File: config.mk
export PLATFORM = sky130hd
export DESIGN_NAME = spi_regacc_periph
export DESIGN_NICKNAME = d
export VERILOG_FILES = /design/src/rtl/spiw_pkg.sv /design/src/rtl/spiw_sync.sv /design/src/rtl/spiw_shift.sv /design/src/rtl/spiw_ctrl.sv /design/src/rtl/spi_regacc_periph.sv
export SDC_FILE = /design/constraint.sdc
export NUM_CORES = 1
export LEC_CHECK = 0
export BUFFER_PORTS_ARGS = -buffer_cell sky130_fd_sc_hd__buf_2
export CORE_UTILIZATION = 40
export CTS_CLUSTER_SIZE = 30
export DETAILED_ROUTE_END_ITERATION = 6
export GPL_ROUTABILITY_DRIVEN = 0
export HOLD_SLACK_MARGIN = 0.12
export PLACE_DENSITY = 0.62
export SYNTH_ARGS = -nofsm -noshare
export SYNTH_HDL_FRONTEND = slang
export SYNTH_HIERARCHICAL = 1
export SYNTH_SLANG_ARGS = --single-unit
File: constraint.sdc
create_clock -name clk -period 11.87 [get_ports clk]
set_clock_uncertainty 0.05 [all_clocks]
set_input_delay 1.187 -clock clk [delete_from_list [all_inputs] [get_ports clk]]
set_output_delay 1.187 -clock clk [all_outputs]
set_load 0.05 [all_outputs]
File: src/rtl/spiw_pkg.sv
`timescale 1ns/1ps
package spiw_pkg;
  localparam int BYTE_W = 8;
  localparam int RD_BIT = 7;

  typedef enum logic [1:0] {
    PH_HDR  = 2'd0,
    PH_WAIT = 2'd1,
    PH_DATA = 2'd2,
    PH_DONE = 2'd3
  } phase_e;
endpackage

File: src/rtl/spiw_sync.sv
`timescale 1ns/1ps
module spiw_sync #(
  parameter int           W       = 1,
  parameter int           STAGES  = 2,
  parameter logic [W-1:0] RST_VAL = '0
) (
  input  logic         clk,
  input  logic         rst_n,
  input  logic [W-1:0] d,
  output logic [W-1:0] q
);
  localparam int CHAIN_W = W * STAGES;

  logic [CHAIN_W-1:0] chain_q;
  logic [CHAIN_W-1:0] chain_n;

  generate
    if (STAGES == 1) begin : g_one
      assign chain_n = d;
    end else begin : g_many
      assign chain_n = {chain_q[CHAIN_W-W-1:0], d};
    end
  endgenerate

  always_ff @(posedge clk or negedge rst_n) begin
    if (!rst_n) chain_q <= {STAGES{RST_VAL}};
    else        chain_q <= chain_n;
  end

  assign q = chain_q[CHAIN_W-1 -: W];
endmodule

File: src/rtl/spiw_shift.sv
`timescale 1ns/1ps
module spiw_shift
  import spiw_pkg::*;
(
  input  logic              clk,
  input  logic              rst_n,
  input  logic              sclk_s,
  input  logic              cs_n_s,
  input  logic              mosi_s,
  input  logic [BYTE_W-1:0] tx_byte,
  output logic              byte_done,
  output logic [BYTE_W-1:0] rx_byte,
  output logic              cs_act,
  output logic              miso
);
  localparam int CNT_W = $clog2(BYTE_W);
  localparam logic [CNT_W-1:0] LAST_BIT = CNT_W'(BYTE_W - 1);

  logic              sclk_q;
  logic [CNT_W-1:0]  bit_q, bit_n;
  logic [BYTE_W-1:0] rxsr_q, rxsr_n;
  logic [BYTE_W-1:0] txsr_q, txsr_n;
  logic [BYTE_W-1:0] rxb_q, rxb_n;
  logic              done_q, done_n;
  logic              miso_q, miso_n;
  logic              rise, fall;

  assign rise   = sclk_s & ~sclk_q;
  assign fall   = ~sclk_s & sclk_q;
  assign cs_act = ~cs_n_s;

  always_comb begin
    bit_n  = bit_q;
    rxsr_n = rxsr_q;
    txsr_n = txsr_q;
    rxb_n  = rxb_q;
    done_n = 1'b0;
    miso_n = miso_q;
    if (cs_n_s) begin
      bit_n  = '0;
      txsr_n = '0;
      miso_n = 1'b0;
    end else begin
      if (rise) begin
        rxsr_n = {rxsr_q[BYTE_W-2:0], mosi_s};
        bit_n  = bit_q + CNT_W'(1);
        if (bit_q == LAST_BIT) begin
          done_n = 1'b1;
          rxb_n  = {rxsr_q[BYTE_W-2:0], mosi_s};
        end
      end
      if (fall) begin
        if (bit_q == '0) begin
          miso_n = tx_byte[BYTE_W-1];
          txsr_n = {tx_byte[BYTE_W-2:0], 1'b0};
        end else begin
          miso_n = txsr_q[BYTE_W-1];
          txsr_n = {txsr_q[BYTE_W-2:0], 1'b0};
        end
      end
    end
  end

  always_ff @(posedge clk or negedge rst_n) begin
    if (!rst_n) begin
      sclk_q <= 1'b0;
      bit_q  <= '0;
      rxsr_q <= '0;
      txsr_q <= '0;
      rxb_q  <= '0;
      done_q <= 1'b0;
      miso_q <= 1'b0;
    end else begin
      sclk_q <= sclk_s;
      bit_q  <= bit_n;
      rxsr_q <= rxsr_n;
      txsr_q <= txsr_n;
      rxb_q  <= rxb_n;
      done_q <= done_n;
      miso_q <= miso_n;
    end
  end

  assign byte_done = done_q;
  assign rx_byte   = rxb_q;
  assign miso      = miso_q;
endmodule

File: src/rtl/spiw_ctrl.sv
`timescale 1ns/1ps
module spiw_ctrl
  import spiw_pkg::*;
#(
  parameter int SIZE_BITS  = 6,
  parameter int ADDR_BYTES = 3
) (
  input  logic                   clk,
  input  logic                   rst_n,
  input  logic                   byte_done,
  input  logic [BYTE_W-1:0]      rx_byte,
  input  logic                   cs_act,
  input  logic                   user_ready,
  input  logic                   rd_valid,
  input  logic [BYTE_W-1:0]      rd_data,
  output logic [BYTE_W-1:0]      tx_byte,
  output logic                   req_valid,
  output logic                   req_read,
  output logic [8*ADDR_BYTES-1:0] req_addr,
  output logic [SIZE_BITS:0]     req_len,
  output logic                   wr_valid,
  output logic [BYTE_W-1:0]      wr_data,
  output logic                   wr_commit,
  output logic                   rd_ready,
  output logic                   underrun_err
);
  localparam int ADDR_W = BYTE_W * ADDR_BYTES;
  localparam int LEN_W  = SIZE_BITS + 1;
  localparam int IDX_W  = $clog2(ADDR_BYTES + 1);
  localparam logic [IDX_W-1:0] IDX_LAST = IDX_W'(ADDR_BYTES);
  localparam logic [IDX_W-1:0] IDX_FLAG = IDX_W'(ADDR_BYTES - 1);

  phase_e            ph_q, ph_n;
  logic [IDX_W-1:0]  idx_q, idx_n;
  logic [BYTE_W-1:0] cmd_q, cmd_n;
  logic [ADDR_W-1:0] addr_q, addr_n, addr_shift;
  logic              read_q, read_n;
  logic [LEN_W-1:0]  len_q, len_n, dec_len;
  logic [LEN_W-1:0]  left_q, left_n;
  logic [LEN_W-1:0]  fetch_q, fetch_n;
  logic              flag_q, flag_n;
  logic [BYTE_W-1:0] hold_q, hold_n;
  logic              hvld_q, hvld_n;
  logic [BYTE_W-1:0] tx_q, tx_n;
  logic              err_q, err_n;
  logic              reqv_q, reqv_n;
  logic              wrv_q, wrv_n;
  logic [BYTE_W-1:0] wrd_q, wrd_n;
  logic              cmt_q, cmt_n;
  logic              need_load;
  logic              take;
  logic              rdy;

  generate
    if (ADDR_BYTES == 1) begin : g_addr_one
      assign addr_shift = rx_byte;
    end else begin : g_addr_many
      assign addr_shift = {addr_q[ADDR_W-BYTE_W-1:0], rx_byte};
    end
  endgenerate

  assign dec_len = LEN_W'(cmd_q[SIZE_BITS-1:0]) + LEN_W'(1);
  assign rdy     = cs_act && read_q && (ph_q == PH_WAIT || ph_q == PH_DATA)
                   && !hvld_q && (fetch_q != '0);
  assign take    = rd_valid && rdy;

  always_comb begin
    ph_n      = ph_q;
    idx_n     = idx_q;
    cmd_n     = cmd_q;
    addr_n    = addr_q;
    read_n    = read_q;
    len_n     = len_q;
    left_n    = left_q;
    fetch_n   = fetch_q;
    flag_n    = flag_q;
    hold_n    = hold_q;
    hvld_n    = hvld_q;
    tx_n      = tx_q;
    err_n     = err_q;
    reqv_n    = 1'b0;
    wrv_n     = 1'b0;
    wrd_n     = wrd_q;
    cmt_n     = 1'b0;
    need_load = 1'b0;

    if (take) begin
      hold_n  = rd_data;
      hvld_n  = 1'b1;
      fetch_n = fetch_q - LEN_W'(1);
    end

    if (!cs_act) begin
      ph_n    = PH_HDR;
      idx_n   = '0;
      hvld_n  = 1'b0;
      fetch_n = '0;
      flag_n  = 1'b0;
      tx_n    = '0;
    end else if (byte_done) begin
      tx_n = '0;
      unique case (ph_q)
        PH_HDR: begin
          if (idx_q == '0) cmd_n  = rx_byte;
          else             addr_n = addr_shift;
          idx_n = idx_q + IDX_W'(1);
          if (idx_q == IDX_FLAG) begin
            tx_n   = {{(BYTE_W-1){1'b0}}, user_ready};
            flag_n = user_ready;
          end
          if (idx_q == IDX_LAST) begin
            idx_n   = '0;
            reqv_n  = 1'b1;
            read_n  = cmd_q[RD_BIT];
            len_n   = dec_len;
            fetch_n = cmd_q[RD_BIT] ? dec_len : '0;
            if (flag_q) begin
              ph_n      = PH_DATA;
              left_n    = dec_len;
              need_load = cmd_q[RD_BIT];
            end else begin
              ph_n   = PH_WAIT;
              tx_n   = {{(BYTE_W-1){1'b0}}, user_ready};
              flag_n = user_ready;
            end
          end
        end
        PH_WAIT: begin
          if (flag_q) begin
            ph_n      = PH_DATA;
            left_n    = len_q;
            need_load = read_q;
          end else begin
            tx_n   = {{(BYTE_W-1){1'b0}}, user_ready};
            flag_n = user_ready;
          end
        end
        PH_DATA: begin
          left_n = left_q - LEN_W'(1);
          if (!read_q) begin
            wrv_n = 1'b1;
            wrd_n = rx_byte;
          end
          if (left_q == LEN_W'(1)) begin
            ph_n  = PH_DONE;
            cmt_n = !read_q;
          end else begin
            need_load = read_q;
          end
        end
        default: begin
          tx_n = '0;
        end
      endcase

      if (need_load) begin
        if (hvld_q) begin
          tx_n   = hold_q;
          hvld_n = 1'b0;
        end else begin
          err_n = 1'b1;
        end
      end
    end
  end

  always_ff @(posedge clk or negedge rst_n) begin
    if (!rst_n) begin
      ph_q    <= PH_HDR;
      idx_q   <= '0;
      cmd_q   <= '0;
      addr_q  <= '0;
      read_q  <= 1'b0;
      len_q   <= '0;
      left_q  <= '0;
      fetch_q <= '0;
      flag_q  <= 1'b0;
      hold_q  <= '0;
      hvld_q  <= 1'b0;
      tx_q    <= '0;
      err_q   <= 1'b0;
      reqv_q  <= 1'b0;
      wrv_q   <= 1'b0;
      wrd_q   <= '0;
      cmt_q   <= 1'b0;
    end else begin
      ph_q    <= ph_n;
      idx_q   <= idx_n;
      cmd_q   <= cmd_n;
      addr_q  <= addr_n;
      read_q  <= read_n;
      len_q   <= len_n;
      left_q  <= left_n;
      fetch_q <= fetch_n;
      flag_q  <= flag_n;
      hold_q  <= hold_n;
      hvld_q  <= hvld_n;
      tx_q    <= tx_n;
      err_q   <= err_n;
      reqv_q  <= reqv_n;
      wrv_q   <= wrv_n;
      wrd_q   <= wrd_n;
      cmt_q   <= cmt_n;
    end
  end

  assign tx_byte      = tx_q;
  assign req_valid    = reqv_q;
  assign req_read     = read_q;
  assign req_addr     = addr_q;
  assign req_len      = len_q;
  assign wr_valid     = wrv_q;
  assign wr_data      = wrd_q;
  assign wr_commit    = cmt_q;
  assign rd_ready     = rdy;
  assign underrun_err = err_q;
endmodule

File: src/rtl/spi_regacc_periph.sv
`timescale 1ns/1ps
module spi_regacc_periph
  import spiw_pkg::*;
#(
  parameter int SIZE_BITS   = 6,
  parameter int ADDR_BYTES  = 3,
  parameter int SYNC_STAGES = 2
) (
  input  logic                    clk,
  input  logic                    rst_n,
  input  logic                    spi_sclk,
  input  logic                    spi_cs_n,
  input  logic                    spi_mosi,
  output logic                    spi_miso,
  input  logic                    user_ready,
  output logic                    req_valid,
  output logic                    req_read,
  output logic [8*ADDR_BYTES-1:0] req_addr,
  output logic [SIZE_BITS:0]      req_len,
  output logic                    wr_valid,
  output logic [BYTE_W-1:0]       wr_data,
  output logic                    wr_commit,
  input  logic                    rd_valid,
  input  logic [BYTE_W-1:0]       rd_data,
  output logic                    rd_ready,
  output logic                    underrun_err
);
  logic [1:0]        rst_pipe;
  logic              rst_int_n;
  logic [2:0]        pins_s;
  logic              byte_done;
  logic [BYTE_W-1:0] rx_byte;
  logic [BYTE_W-1:0] tx_byte;
  logic              cs_act;

  always_ff @(posedge clk or negedge rst_n) begin
    if (!rst_n) rst_pipe <= 2'b00;
    else        rst_pipe <= {rst_pipe[0], 1'b1};
  end
  assign rst_int_n = rst_pipe[1];

  spiw_sync #(
    .W       (3),
    .STAGES  (SYNC_STAGES),
    .RST_VAL (3'b010)
  ) u_sync (
    .clk   (clk),
    .rst_n (rst_int_n),
    .d     ({spi_sclk, spi_cs_n, spi_mosi}),
    .q     (pins_s)
  );

  spiw_shift u_shift (
    .clk       (clk),
    .rst_n     (rst_int_n),
    .sclk_s    (pins_s[2]),
    .cs_n_s    (pins_s[1]),
    .mosi_s    (pins_s[0]),
    .tx_byte   (tx_byte),
    .byte_done (byte_done),
    .rx_byte   (rx_byte),
    .cs_act    (cs_act),
    .miso      (spi_miso)
  );

  spiw_ctrl #(
    .SIZE_BITS  (SIZE_BITS),
    .ADDR_BYTES (ADDR_BYTES)
  ) u_ctrl (
    .clk          (clk),
    .rst_n        (rst_int_n),
    .byte_done    (byte_done),
    .rx_byte      (rx_byte),
    .cs_act       (cs_act),
    .user_ready   (user_ready),
    .rd_valid     (rd_valid),
    .rd_data      (rd_data),
    .tx_byte      (tx_byte),
    .req_valid    (req_valid),
    .req_read     (req_read),
    .req_addr     (req_addr),
    .req_len      (req_len),
    .wr_valid     (wr_valid),
    .wr_data      (wr_data),
    .wr_commit    (wr_commit),
    .rd_ready     (rd_ready),
    .underrun_err (underrun_err)
  );
endmodule

# Yosys cells after proc, flatten, opt, wreduce, memory -nomap -nowiden

Index checks and enable logic that the tools add are counted.

Register bits after elaboration: 125
Bits of input ports: 15
Output and inout bits: 46
Logic and storage cells: 153

Add/sub/neg operators: 5
Equal/unequal tests: 12
Mux-type cells: 72
Bitwise operators: 8
Reductions and logical operators: 30

Operators with widths:

| cell                | number |
|---|---|
| $mux 8              | 8 |
| $mux 7              | 9 |
| $mux 1              | 38 |
| $pmux 7 s3          | 1 |
| $mux 2              | 10 |
| $reduce_and 4->1    | 5 |
| $pmux 8 s2          | 1 |
| $sub 7x1->7 const B | 2 |
| $reduce_bool 2->1   | 4 |
| $add 6x1->7 const B | 1 |
| $eq 7x1->1 const B  | 1 |
| $reduce_bool 7->1   | 1 |
| $eq 2x2->1 const B  | 3 |
| $mux 3              | 2 |
| $ne 2x1->1 const B  | 3 |
| $ne 3x1->1 const B  | 2 |
| $not 1->1           | 6 |
| $pmux 2 s3          | 1 |
| $reduce_and 2->1    | 3 |
| $reduce_and 6->1    | 1 |
| $reduce_bool 3->1   | 2 |
| $logic_and 1x1->1   | 5 |
| $reduce_and 5->1    | 1 |
| $logic_not 2->1     | 2 |
| other kinds (13)    | 15 |

# Logic depth before layout (Yosys ltp)

Gate-level depths: netlist (run 1).

Word-level depth: 11
Depth in mapped cells: 9
Gate-level depth less buffers: 7

# Modules after synthesis

Netlist (run 1), hierarchy kept.

Modules (own cells, without submodules):

| module            | instances | cells each | area an instance (um2) | seq. area each (um2) |
|---|---|---|---|---|
| spiw_ctrl         | 1         | 371        | 4,092.7                | 2,177.1 |
| spiw_shift        | 1         | 81         | 1,222.4                | 700.7 |
| spiw_sync         | 1         | 9          | 175.2                  | 152.6 |
| spi_regacc_periph | 1         | 3          | 53.8                   | 50.0 |

# Worst setup path after synthesis (run 1)

No wires, ideal clock.

Path type: reg2out
Start point: register u_ctrl.ph_q[1]
End point: output rd_ready
Arrival time: 1,452 ps
Data required time: 10,633 ps
Slack: 9,181 ps
Stages on the path, launching flop included: 5
Path buffers: 0
Cells stage by stage: dfrtp_1 inv_1 ha_1 and4b_1 o21a_1

Longest elaborated chain between the ends: 5
Elaborated cells on any way between the ends: 6
Classes of those cells: 2 x eq/ne; 4 x reduce/logical

Ends and longest elaborated chain:

| element                                  | RTL line                | text |
|---|---|---|
| start, declared                          | spiw_ctrl.sv:33         | `phase_e ph_q, ph_n;` |
| start signal, assigned                   | spiw_ctrl.sv:187        | `ph_q <= ph_n;` |
| $eq 2x1->1 or $eq 2x2->1 (tied branches) | spiw_ctrl.sv:63         | `assign rdy = cs_act && read_q && (ph_q == PH_WAIT \|\| ph_q == PH_DATA)` |
| $logic_or 1x1->1 *                       | spiw_ctrl.sv:63         |  |
| $logic_and 1x1->1 *                      | spiw_ctrl.sv:63         |  |
| $logic_and 1x1->1 * (2 in a row)         | spiw_ctrl.sv:64         | `&& !hvld_q && (fetch_q != '0);` |
| end, declared                            | spi_regacc_periph.sv:25 | `output logic rd_ready,` |

Every way passes the cells marked *; elsewhere a longest branch is shown, timed or not.

# Worst setup path in the final report (run 1)

Start point: register u_ctrl.ph_q[0]
End point: output rd_ready

The elaborated chain is that of the path after synthesis.

==> results of run 1 <==
-- routing by layer --
layer  up-vias  track usage (%)  share of wire, %
met4         0             8.98               2.9
met2        62             26.8                48
li1       1741                -                 -
met5         -                0                 0
met3        22             4.18               2.7
met1      1868             21.4                47
-- critical path: cells and delay by family, from the launching register on --
family | cells | cell delay [ns]
adder cells (fa/ha/maj) | 1 | 0.53
flip-flops | 1 | 0.38
AND/OR/NAND/NOR | 1 | 0.37
buffers and inverters | 2 | 0.34
AO/OA/AOI/OAI | 1 | 0.15
-- stage by stage --
stage | hold WS, ns | power, uW | utilization, % | setup slack, ns
2_1_floorplan | 0.281 | 468 | - | 8.14
3_3_place_gp | 0.282 | 475 | 44.3 | 8.96
3_5_place_dp | 0.285 | 477 | 44.3 | 8.92
4_1_cts | 0.298 | 977 | 48.6 | 8.44
5_1_grt | 0.307 | 1000 | 48.6 | 8.35
6_report | 0.268 | 963 | 48.6 | 8.45
-- sequential cells by signal, summed over array words and instances (netlist names), 2 cells and up --
register         count
u_ctrl/req_addr     24
u_ctrl/hold_q        8
u_ctrl/tx_byte       8
u_ctrl/wr_data       8
u_shift/rx_byte      8
u_ctrl/cmd_q         7
u_ctrl/fetch_q       7
u_ctrl/left_q        7
u_ctrl/req_len       7
u_shift/rxsr_q       7
u_shift/txsr_q       7
u_sync/chain_q       6
u_shift/bit_q        3
rst_pipe             2
u_ctrl/idx_q         2
u_ctrl/ph_q          2
-- power groups by stage --
stage / Combinational (uW) / Clock [uW] / Sequential [uW]
floorplan: 17.6 / 0 / 450
global placement: 25.7 / 0 / 449
detailed placement: 26.8 / 0 / 450
CTS: 27.2 / 507 / 443
global route: 29.8 / 527 / 445
finish: 26.2 / 494 / 443
-- layout by cell type (no fill, tap or decap), types with 3 or more instances in the layout --
cell	instances
nor2_1	20
mux2i_1	11
inv_1	18
nor3_1	4
nor2b_1	5
xnor2_1	9
nand2b_1	3
a211oi_1	3
mux2_4	8
mux2_2	50
nand4_1	3
nand3_1	8
ha_1	15
clkinvlp_4	3
dfrtp_1	120
clkinv_4	4
o2bb2ai_1	15
inv_6	5
and2_1	7
and3_1	5
a21oi_1	17
o21ai_0	9
buf_2	60
o31ai_1	5
nand2_1	61
clkbuf_16	17
a221oi_1	5
xor2_1	5
nor3b_1	4
-- final cells by class --
| class | instances | area share [%] |
|---|---|---|
| timing repair buffer | 61 | 4.72 |
| inverter | 20 | 1.15 |
| clock buffer | 18 | 6.74 |
| clock inverter | 14 | 2.09 |
| multi-input combinational | 301 | 34.6 |
| tap | 176 | 3.38 |
| sequential | 123 | 47.3 |
-- cell families after synthesis --
logic type	Yosys count	share of synthesized area, %
buf+inv	40	3.77
simple gates	132	11.6
compound gates	70	9.05
mux	69	14.3
other cells	1	0.0676
xor+xnor	14	2.21
fa+ha+maj	15	3.39
flops	123	55.6
-- how the worst min path moves through the flow --
stage / from / to / slack [ns] / depth (start not counted)
3_3_place_gp: rst_pipe[1] / u_shift/bit_q[1] / 0.28 / 0
6_report: rst_pipe[1] / u_shift/bit_q[1] / 0.27 / 0
5_1_grt: rst_pipe[0] / rst_pipe[1] / 0.31 / 0
2_1_floorplan: rst_pipe[0] / rst_pipe[1] / 0.28 / 0
3_5_place_dp: u_sync/chain_q[0] / u_sync/chain_q[3] / 0.28 / 0
4_1_cts: rst_pipe[1] / u_sync/chain_q[2] / 0.30 / 0
==> out/metrics.cfg, run 1 <==
[floorplanning]
io_pins = 61
die_h_um = 120
core_mm2 = 0.0134
num_rows = 42
die_w_um = 120
die-area_mm2 = 0.0143
start_util_pct = 41.4

[cts]
cts-root-buf = clkbuf_16
post-cts-setup-buffers = 0
cts-htree-levels = 4
cts_sinks = 123
ctsHoldBuffers = 0
clk_pin_slew_ns = 0.06
numCtsBuffers = 17
cts_max_path_buffers = 2
cts_tree = yes
clk-insertion-delay-late_ns = 0.42
cts_resized = 0

[setup_path]
r2r_slack_ns = 9.30
cp.arrival_ns = 2.18
critPathLaunch = u_ctrl/ph_q[0]
rr_worst_depth = 5
r2r_end = u_ctrl/req_addr[11]
crit_fanout = 13
required_ns = 10.63
path_class = reg -> out
critPathSlowestCell = ha_1
crit_chain = inv_1, ha_1, and4b_1, o21a_1, buf_2
endpoint = rd_ready
r2r-start = u_ctrl/ph_q[0]
endpoint_kind = output pin
cpPeakStageDelay_ns = 0.53
crit_path_start_kind = flop

[logic_synthesis]
synthFlopType = dfrtp_1
postSynthCellCount = 464
ys_ff_latch = 123
synth-async-reset-ratio_pct = 100
ys_top_cells_by_count = dfrtp_1, nand2_1, mux2_2
synth_most_common_cell = dfrtp_1
seq_area_frac_synth_pct = 55.6
ys_warn_count = 6
syn_nets = 494
yosysTopAreaCellShare_pct = 54.6
synthTopCellsByArea = dfrtp_1, mux2_2, nand2_1
yosysTopAreaCell = dfrtp_1
ys_types = 53
avgSynthCellArea_um2 = 11.9
synth_area_mm2 = 0.00554
synth_edf_count = 0

[power]
pwr-share-seq_pct = 46.0
p_clk_share_pct = 51.3
swShare_pct = 23.0
pwr-share-comb_pct = 2.7
max-vdd-ir-drop_mv = 0.0998
p_int_uw = 741
switchingPower_uw = 222
powerDensity_mw_per_mm2 = 148
p_leak_uw = 0.00327

[finish]
area_delta_synth_final_pct = 17.6
multi_input_area_mm2 = 0.00225
regArea_mm2 = 0.00308
finish.instance_area_mm2 = 0.00652
layoutNonFillerInstCount = 713
antennaDiodeCount = 0
nets = 554
layout-drive-gt1-share_pct = 29.8
nFillCells = 1211

[sta]
slew_headroom_pct = 22.6
setup_viol = 0
hold_viol = 0
tightest_slew_ns = 1.16
period_needed_ns = 3.42
rsz0062_at_grt = false
maxSlewViolCount = 0
period_share_pct = 28.8
fin_tns_setup_ns = 0
fmax_mhz = 292

[place]
place_inst = 681
io_buffers = 60
place_area_mm2 = 0.00594
dpl.hpwl_um = 7700

[routing]
drt-pass1-iter-count = 5
wl_per_cell_um = 15.6
antenna_left = 0
drt_iter0_drc = 284
wl_um = 11100
drt-vias-per-instance = 5.18
drc_errors = 0
vias = 3693

[global_routing]
grt_pass1_wl_um = 18700
grt_use_total_pct = 16.9
grt_overflow = 0
grt_pass1_vias = 3707
grt_antenna_before_repair = 0
grt_max_degree = 81

[hold_path]
hold_path_class = reg -> async

[run]
maxCapViolCount = 0

[run_status]
outcome = complete, no violations

(Power assumes the default switching activity.)
==> run 2: changes to the inputs <==
Clock period 11.87 ns to 3.24 ns, I/O delays scaled along.
==> run 2 against run 1 <==
Power grew to 4.0 times the previous value; clock-buffer cell count is 1 higher; core utilization is 1.8 points higher; first-iteration DRC count is 2.1% higher; critical path type unchanged; die area stayed put; sequential share of layout area is 1.7 points lower; routed wire length is 1.1% higher.
==> out/metrics.cfg, run 2 (synthesized netlist as in run 1, its figures left out) <==
[floorplanning]
io_pins = 61  ; unchanged
core_mm2 = 0.0134  ; unchanged
die-area_mm2 = 0.0143  ; unchanged
start_util_pct = 41.4  ; unchanged
num_rows = 42  ; unchanged
die_w_um = 120  ; unchanged
die_h_um = 120  ; unchanged

[finish]
final_common_cell = dfrtp_1  ; unchanged
layoutNonFillerInstCount = 727  ; was 713
layout-drive-gt1-share_pct = 29.4  ; was 29.8%
antennaDiodeCount = 0  ; unchanged
mostFrequentLayoutCells = dfrtp_1, nand2_1, buf_2  ; unchanged
nets = 568  ; was 554
area_delta_synth_final_pct = 21.9  ; was 17.6%
largest_reg_flops = 24  ; unchanged

[run]
maxCapViolCount = 0  ; unchanged

[global_routing]
grt_pass1_wl_um = 19100  ; was 18700 um
grt_overflow = 0  ; unchanged
grt_pass1_vias = 3876  ; was 3707
grt_max_degree = 83  ; was 81
grt_use_total_pct = 17.3  ; was 16.9%
grt_antenna_before_repair = 0  ; unchanged

[power]
max-vdd-ir-drop_mv = 0.337  ; was 0.0998 mV
swShare_pct = 20.4  ; was 23.0%
pwr-share-comb_pct = 2.8  ; was 2.7%
pwr-share-seq_pct = 42.3  ; was 46.0%
switchingPower_uw = 781  ; was 222 uW
powerDensity_mw_per_mm2 = 567  ; was 148 mW/mm^2
p_int_uw = 3050  ; was 741 uW
p_leak_uw = 0.00338  ; was 0.00327 uW
p_clk_share_pct = 54.9  ; was 51.3%

[routing]
antenna_left = 0  ; unchanged
wl_um = 11200  ; was 11100 um
drt-pass1-iter-count = 4  ; was 5
drt-vias-per-instance = 5.14  ; was 5.18
drt_iter0_drc = 290  ; was 284
drc_errors = 0  ; unchanged
wl_per_cell_um = 15.5  ; was 15.6 um
vias = 3734  ; was 3693

[place]
place_inst = 683  ; was 681
dpl.hpwl_um = 7770  ; was 7700 um
io_buffers = 60  ; unchanged

[sta]
tightest_slew_ns = 0.834  ; was 1.16 ns
maxSlewViolCount = 0  ; unchanged
period_share_pct = 79.4
hold_viol = 0  ; unchanged
setup_viol = 0  ; unchanged
fin_tns_setup_ns = 0  ; unchanged
slew_headroom_pct = 44.3  ; was 22.6%
period_needed_ns = 2.57
fmax_mhz = 389
rsz0062_at_grt = false  ; unchanged

[cts]
cts-root-buf = clkbuf_16  ; unchanged
cts_sinks = 123  ; unchanged
numCtsBuffers = 17  ; unchanged
cts_tree = yes  ; unchanged
clk-insertion-delay-late_ns = 0.42  ; about the same
cts_max_path_buffers = 2  ; unchanged
clk_pin_slew_ns = 0.05  ; was 0.06 ns
cts_resized = 0  ; unchanged
cts-htree-levels = 4  ; unchanged

[setup_path]
path_class = reg -> out  ; unchanged
crit_path_start_kind = flop  ; unchanged
cpPeakStageDelay_ns = 0.51  ; was 0.53 ns
critPathSlowestCell = ha_1  ; unchanged
r2r-start = u_ctrl/ph_q[1]  ; was u_ctrl/ph_q[0]
cp.arrival_ns = 2.20  ; was 2.18 ns
critPathLaunch = u_ctrl/ph_q[1]  ; was u_ctrl/ph_q[0]
path_delay_family = adder cells  ; unchanged
crit_fanout = 13  ; unchanged
endpoint_kind = output pin  ; unchanged
required_ns = 2.87  ; was 10.63 ns
path_buf_inv = 2  ; unchanged
crit_chain = inv_1, ha_1, and4b_1, o21a_1, buf_2  ; unchanged

[hold_path]
hold_path_class = in -> async  ; was reg -> async

[run_status]
outcome = complete, no violations  ; unchanged

[run 2: changes by cell type in the layout (fill, tap and decap cells not counted)]
cell           change
clkbuf_8           +1
clkinvlp_4         -1
dlygate4sd3_1     +12
inv_6              -4
buf_4              +1
bufinv_16          +4
buf_12             +1
[run 2: repair_timing]
item,4_1_cts,5_1_grt
buffers inserted,0,0
endpoints found under the hold margin,13,0
hold buffers,12,0
[run 2: cell type report]
cell class / count / area (um^2)
flip-flops and latches: 123 / 3080
clock buffers: 19 / 453
fillers: 1201 / 6640
multi-input cells: 301 / 2250
repair buffers: 75 / 455
well taps: 176 / 220
clock inverters: 13 / 214
inverters: 20 / 75.1
[run 2: per-stage QoR]
step / area [um^2] / util (%) / power, uW / setup slack (ns) / hold WS, ns
3_5_place_dp: 5970 / 44.5 / 1750 / 0.894 / 0.0600
5_1_grt: 6760 / 50.4 / 3970 / 0.560 / 0.175
6_report: 6760 / 50.4 / 3830 / 0.669 / 0.157
4_1_cts: 6760 / 50.4 / 3880 / 0.662 / 0.150
3_3_place_gp: 5970 / 44.5 / 1740 / 1.02 / 0.0613
2_1_floorplan: 5550 / - / 1710 / 1.14 / -0.0216
[run 2: metal layers]
| metal | share of wire (%) | routed length (um) | GRT usage [%] |
|---|---|---|---|
| met5 | 0 | 0 | 0 |
| met4 | 3.1 | 350 | 10.0 |
| met2 | 48 | 5390 | 26.4 |
| met1 | 45 | 5070 | 21.9 |
| met3 | 3.9 | 433 | 4.80 |
[run 2: power groups by stage]
stage / registers (uW) / clock network (uW) / logic, uW
after floorplan: 1650 / 0 / 64.5
after global routing: 1630 / 2230 / 122
after global placement: 1640 / 0 / 97.2
after detailed placement: 1650 / 0 / 101
after CTS: 1620 / 2140 / 111
final: 1620 / 2100 / 108
[run 2: path summary, 6_finish.rpt]
path / to / slack (ns) / cells past startpoint
setup / recovery: rd_ready / 0.67 / 5
hold / removal: rst_pipe[1] / 0.16 / 2
setup reg to reg: u_ctrl/fetch_q[5] / 0.89 / 7
hold reg to reg: u_sync/chain_q[2] / 0.27 / 0
max in group asynchronous: u_ctrl/wr_data[4] / 2.08 / 1
min in group clk: u_ctrl/tx_byte[0] / 0.22 / 3
==> run 3: changes to the inputs <==
Clock period 3.24 ns to 2.5 ns, I/O delays scaled along.
==> run 3 against run 2 <==
Combinational power grew 41%; non-clock buffer count grew 8; clock power grew 10%; first-iteration DRC count shrank 25%; global-route usage shrank 0.18 points.
==> out/metrics.cfg, run 3 (synthesized netlist as in run 1, its figures left out) <==
[cts]
cts_sinks = 123  ; unchanged
cts-htree-levels = 4  ; unchanged
clk-insertion-delay-late_ns = 0.41  ; was 0.42 ns
cts_max_path_buffers = 2  ; unchanged
numCtsBuffers = 17  ; unchanged
clk_pin_slew_ns = 0.06  ; was 0.05 ns
cts-root-buf = clkbuf_16  ; unchanged
cts_tree = yes  ; unchanged

[routing]
drt_iter0_drc = 217  ; was 290
wl_um = 11200  ; about the same
drc_errors = 0  ; unchanged
drt-pass1-iter-count = 6  ; was 4
wl_per_cell_um = 15.2  ; was 15.5 um
antenna_left = 0  ; unchanged
drt-vias-per-instance = 5.05  ; was 5.14
vias = 3709  ; was 3734

[finish]
final_common_cell = dfrtp_1  ; unchanged
nFillCells = 1201  ; unchanged
mostFrequentLayoutCells = dfrtp_1, nand2_1, buf_2  ; unchanged
nets = 576  ; was 568
largest_reg_flops = 24  ; unchanged
multi_input_area_mm2 = 0.00225  ; unchanged
layoutNonFillerInstCount = 734  ; was 727
antennaDiodeCount = 0  ; unchanged
layout-drive-gt1-share_pct = 29.9  ; was 29.4%
area_delta_synth_final_pct = 21.3  ; was 21.9%
regArea_mm2 = 0.00308  ; unchanged

[power]
pwr-share-seq_pct = 46.0  ; was 42.3%
max-vdd-ir-drop_mv = 0.443  ; was 0.337 mV
switchingPower_uw = 1010  ; was 781 uW
pwr-share-comb_pct = 3.3  ; was 2.8%
p_leak_uw = 0.00336  ; was 0.00338 uW
p_clk_share_pct = 50.7  ; was 54.9%
powerDensity_mw_per_mm2 = 678  ; was 567 mW/mm^2
swShare_pct = 22.2  ; was 20.4%
p_int_uw = 3550  ; was 3050 uW
power_uw = 4560  ; was 3830 uW

[floorplanning]
core_mm2 = 0.0134  ; unchanged
die-area_mm2 = 0.0143  ; unchanged
die_h_um = 120  ; unchanged
num_rows = 42  ; unchanged
start_util_pct = 41.4  ; unchanged
die_w_um = 120  ; unchanged
io_pins = 61  ; unchanged

[place]
io_buffers = 60  ; unchanged
dpl.hpwl_um = 7930  ; was 7770 um
place_ws_ns = 0.288  ; was 0.894 ns
place_inst = 689  ; was 683

[sta]
hold_viol = 0  ; unchanged
fin_tns_setup_ns = 0  ; unchanged
rsz0062_at_grt = false  ; unchanged
period_needed_ns = 2.25
maxSlewViolCount = 0  ; unchanged
slew_headroom_pct = 49.6  ; was 44.3%
fmax_mhz = 443
finalWorstSetupSlack_ns = 0.245  ; was 0.669 ns
whs_ns = 0.209  ; was 0.157 ns
tightest_slew_ns = 0.756  ; was 0.834 ns
setup_viol = 0  ; unchanged
period_share_pct = 90.2

[global_routing]
grt_max_degree = 48  ; was 83
grt_use_total_pct = 17.1  ; was 17.3%
grt_overflow = 0  ; unchanged
grt_pass1_vias = 3840  ; was 3876
grt_pass1_wl_um = 18900  ; was 19100 um
grt_antenna_before_repair = 0  ; unchanged

[run]
maxCapViolCount = 0  ; unchanged

[setup_path]
cp.arrival_ns = 1.95  ; was 2.20 ns
cpPeakStageDelay_ns = 0.37  ; was 0.51 ns
path_delay_family = flip-flops  ; was adder cells
crit_chain = inv_1, ha_1, and4b_1, o21a_1, buf_2  ; unchanged
endpoint_kind = output pin  ; unchanged
required_ns = 2.20  ; was 2.87 ns
path_buf_inv = 2  ; unchanged
crit_fanout = 3  ; was 13
path_class = reg -> out  ; unchanged
critPathSlowestCell = dfrtp_1  ; was ha_1
crit_path_start_kind = flop  ; unchanged

[run_status]
outcome = complete, no violations  ; unchanged

[hold_path]
hold_path_class = reg -> async  ; was in -> async

## run 3: changes by cell type in the layout (fill, tap and decap cells not counted)
| cell | before | now |
|---|---|---|
| buf_4 | 2 | 8 |
| bufinv_16 | 5 | 1 |
| clkinv_4 | 4 | 3 |
| clkinvlp_4 | 2 | 5 |
| dlygate4sd3_1 | 12 | 14 |
| inv_6 | 1 | 2 |
## run 3: timing repair
action / 4_1_cts / 5_1_grt
hold buffers: 14 / 0
hold endpoints to repair: 14 / 0
gates resized for setup: 0 / 0
buffers inserted: 0 / 0
## run 3: path summary, 6_finish.rpt
path	start	endpoint	slack, ns	cells after the start
setup / recovery	u_ctrl/ph_q[0]	rd_ready	0.25	5
hold / removal	rst_pipe[1]	u_shift/rx_byte[6]	0.21	0
setup reg to reg	u_ctrl/ph_q[0]	u_ctrl/tx_byte[5]	0.27	7
hold reg to reg	rst_pipe[1]	u_shift/rx_byte[6]	0.21	0
max in group asynchronous	rst_pipe[1]	u_ctrl/wr_data[1]	1.41	1
min in group clk	rd_valid	u_ctrl/fetch_q[2]	0.26	4
## run 3: area by class of cell
type | count | area share, %
sequential | 123 | 45.9
inverter | 20 | 1.12
clock inverter | 12 | 1.73
tap | 176 | 3.28
timing repair buffer | 83 | 7.74
clock buffer | 19 | 6.74
multi-input combinational | 301 | 33.5
## run 3: per-stage QoR
| stage | area [um^2] | utilization, % |
|---|---|---|
| 4_1_cts | 6720 | 50.2 |
| 2_1_floorplan | 5550 | - |
| 5_1_grt | 6720 | 50.2 |
| 3_5_place_dp | 6010 | 44.9 |
| 6_report | 6720 | 50.2 |
| 3_3_place_gp | 6010 | 44.9 |
## run 3: worst reg2reg max path, delay by kind of cell (launching register included)
kind	cells	cell delay, ns
AOI/OAI and AO/OA	3	0.98
adders and majority gates	1	0.38
DFF	1	0.37
and+or+nand+nor	2	0.25
buffers and inverters	1	0.09
## run 3: routing by layer
| layer | vias to the layer above | global-route usage [%] | wire, um |
|---|---|---|---|
| met5 | - | 0 | 0 |
| met2 | 82 | 26.0 | 5370 |
| li1 | 1783 | - | - |
| met1 | 1822 | 22.3 | 5130 |
| met4 | 0 | 8.91 | 276 |
| met3 | 22 | 4.71 | 419 |
## run 3: power by group through the flow
stage               clock (uW)  combinational [uW]  sequential, uW
global route              2450                 169            2110
floorplan                    0                83.6            2140
CTS                       2360                 155            2100
detailed placement           0                 137            2130
global placement             0                 133            2130
finish                    2310                 152            2100
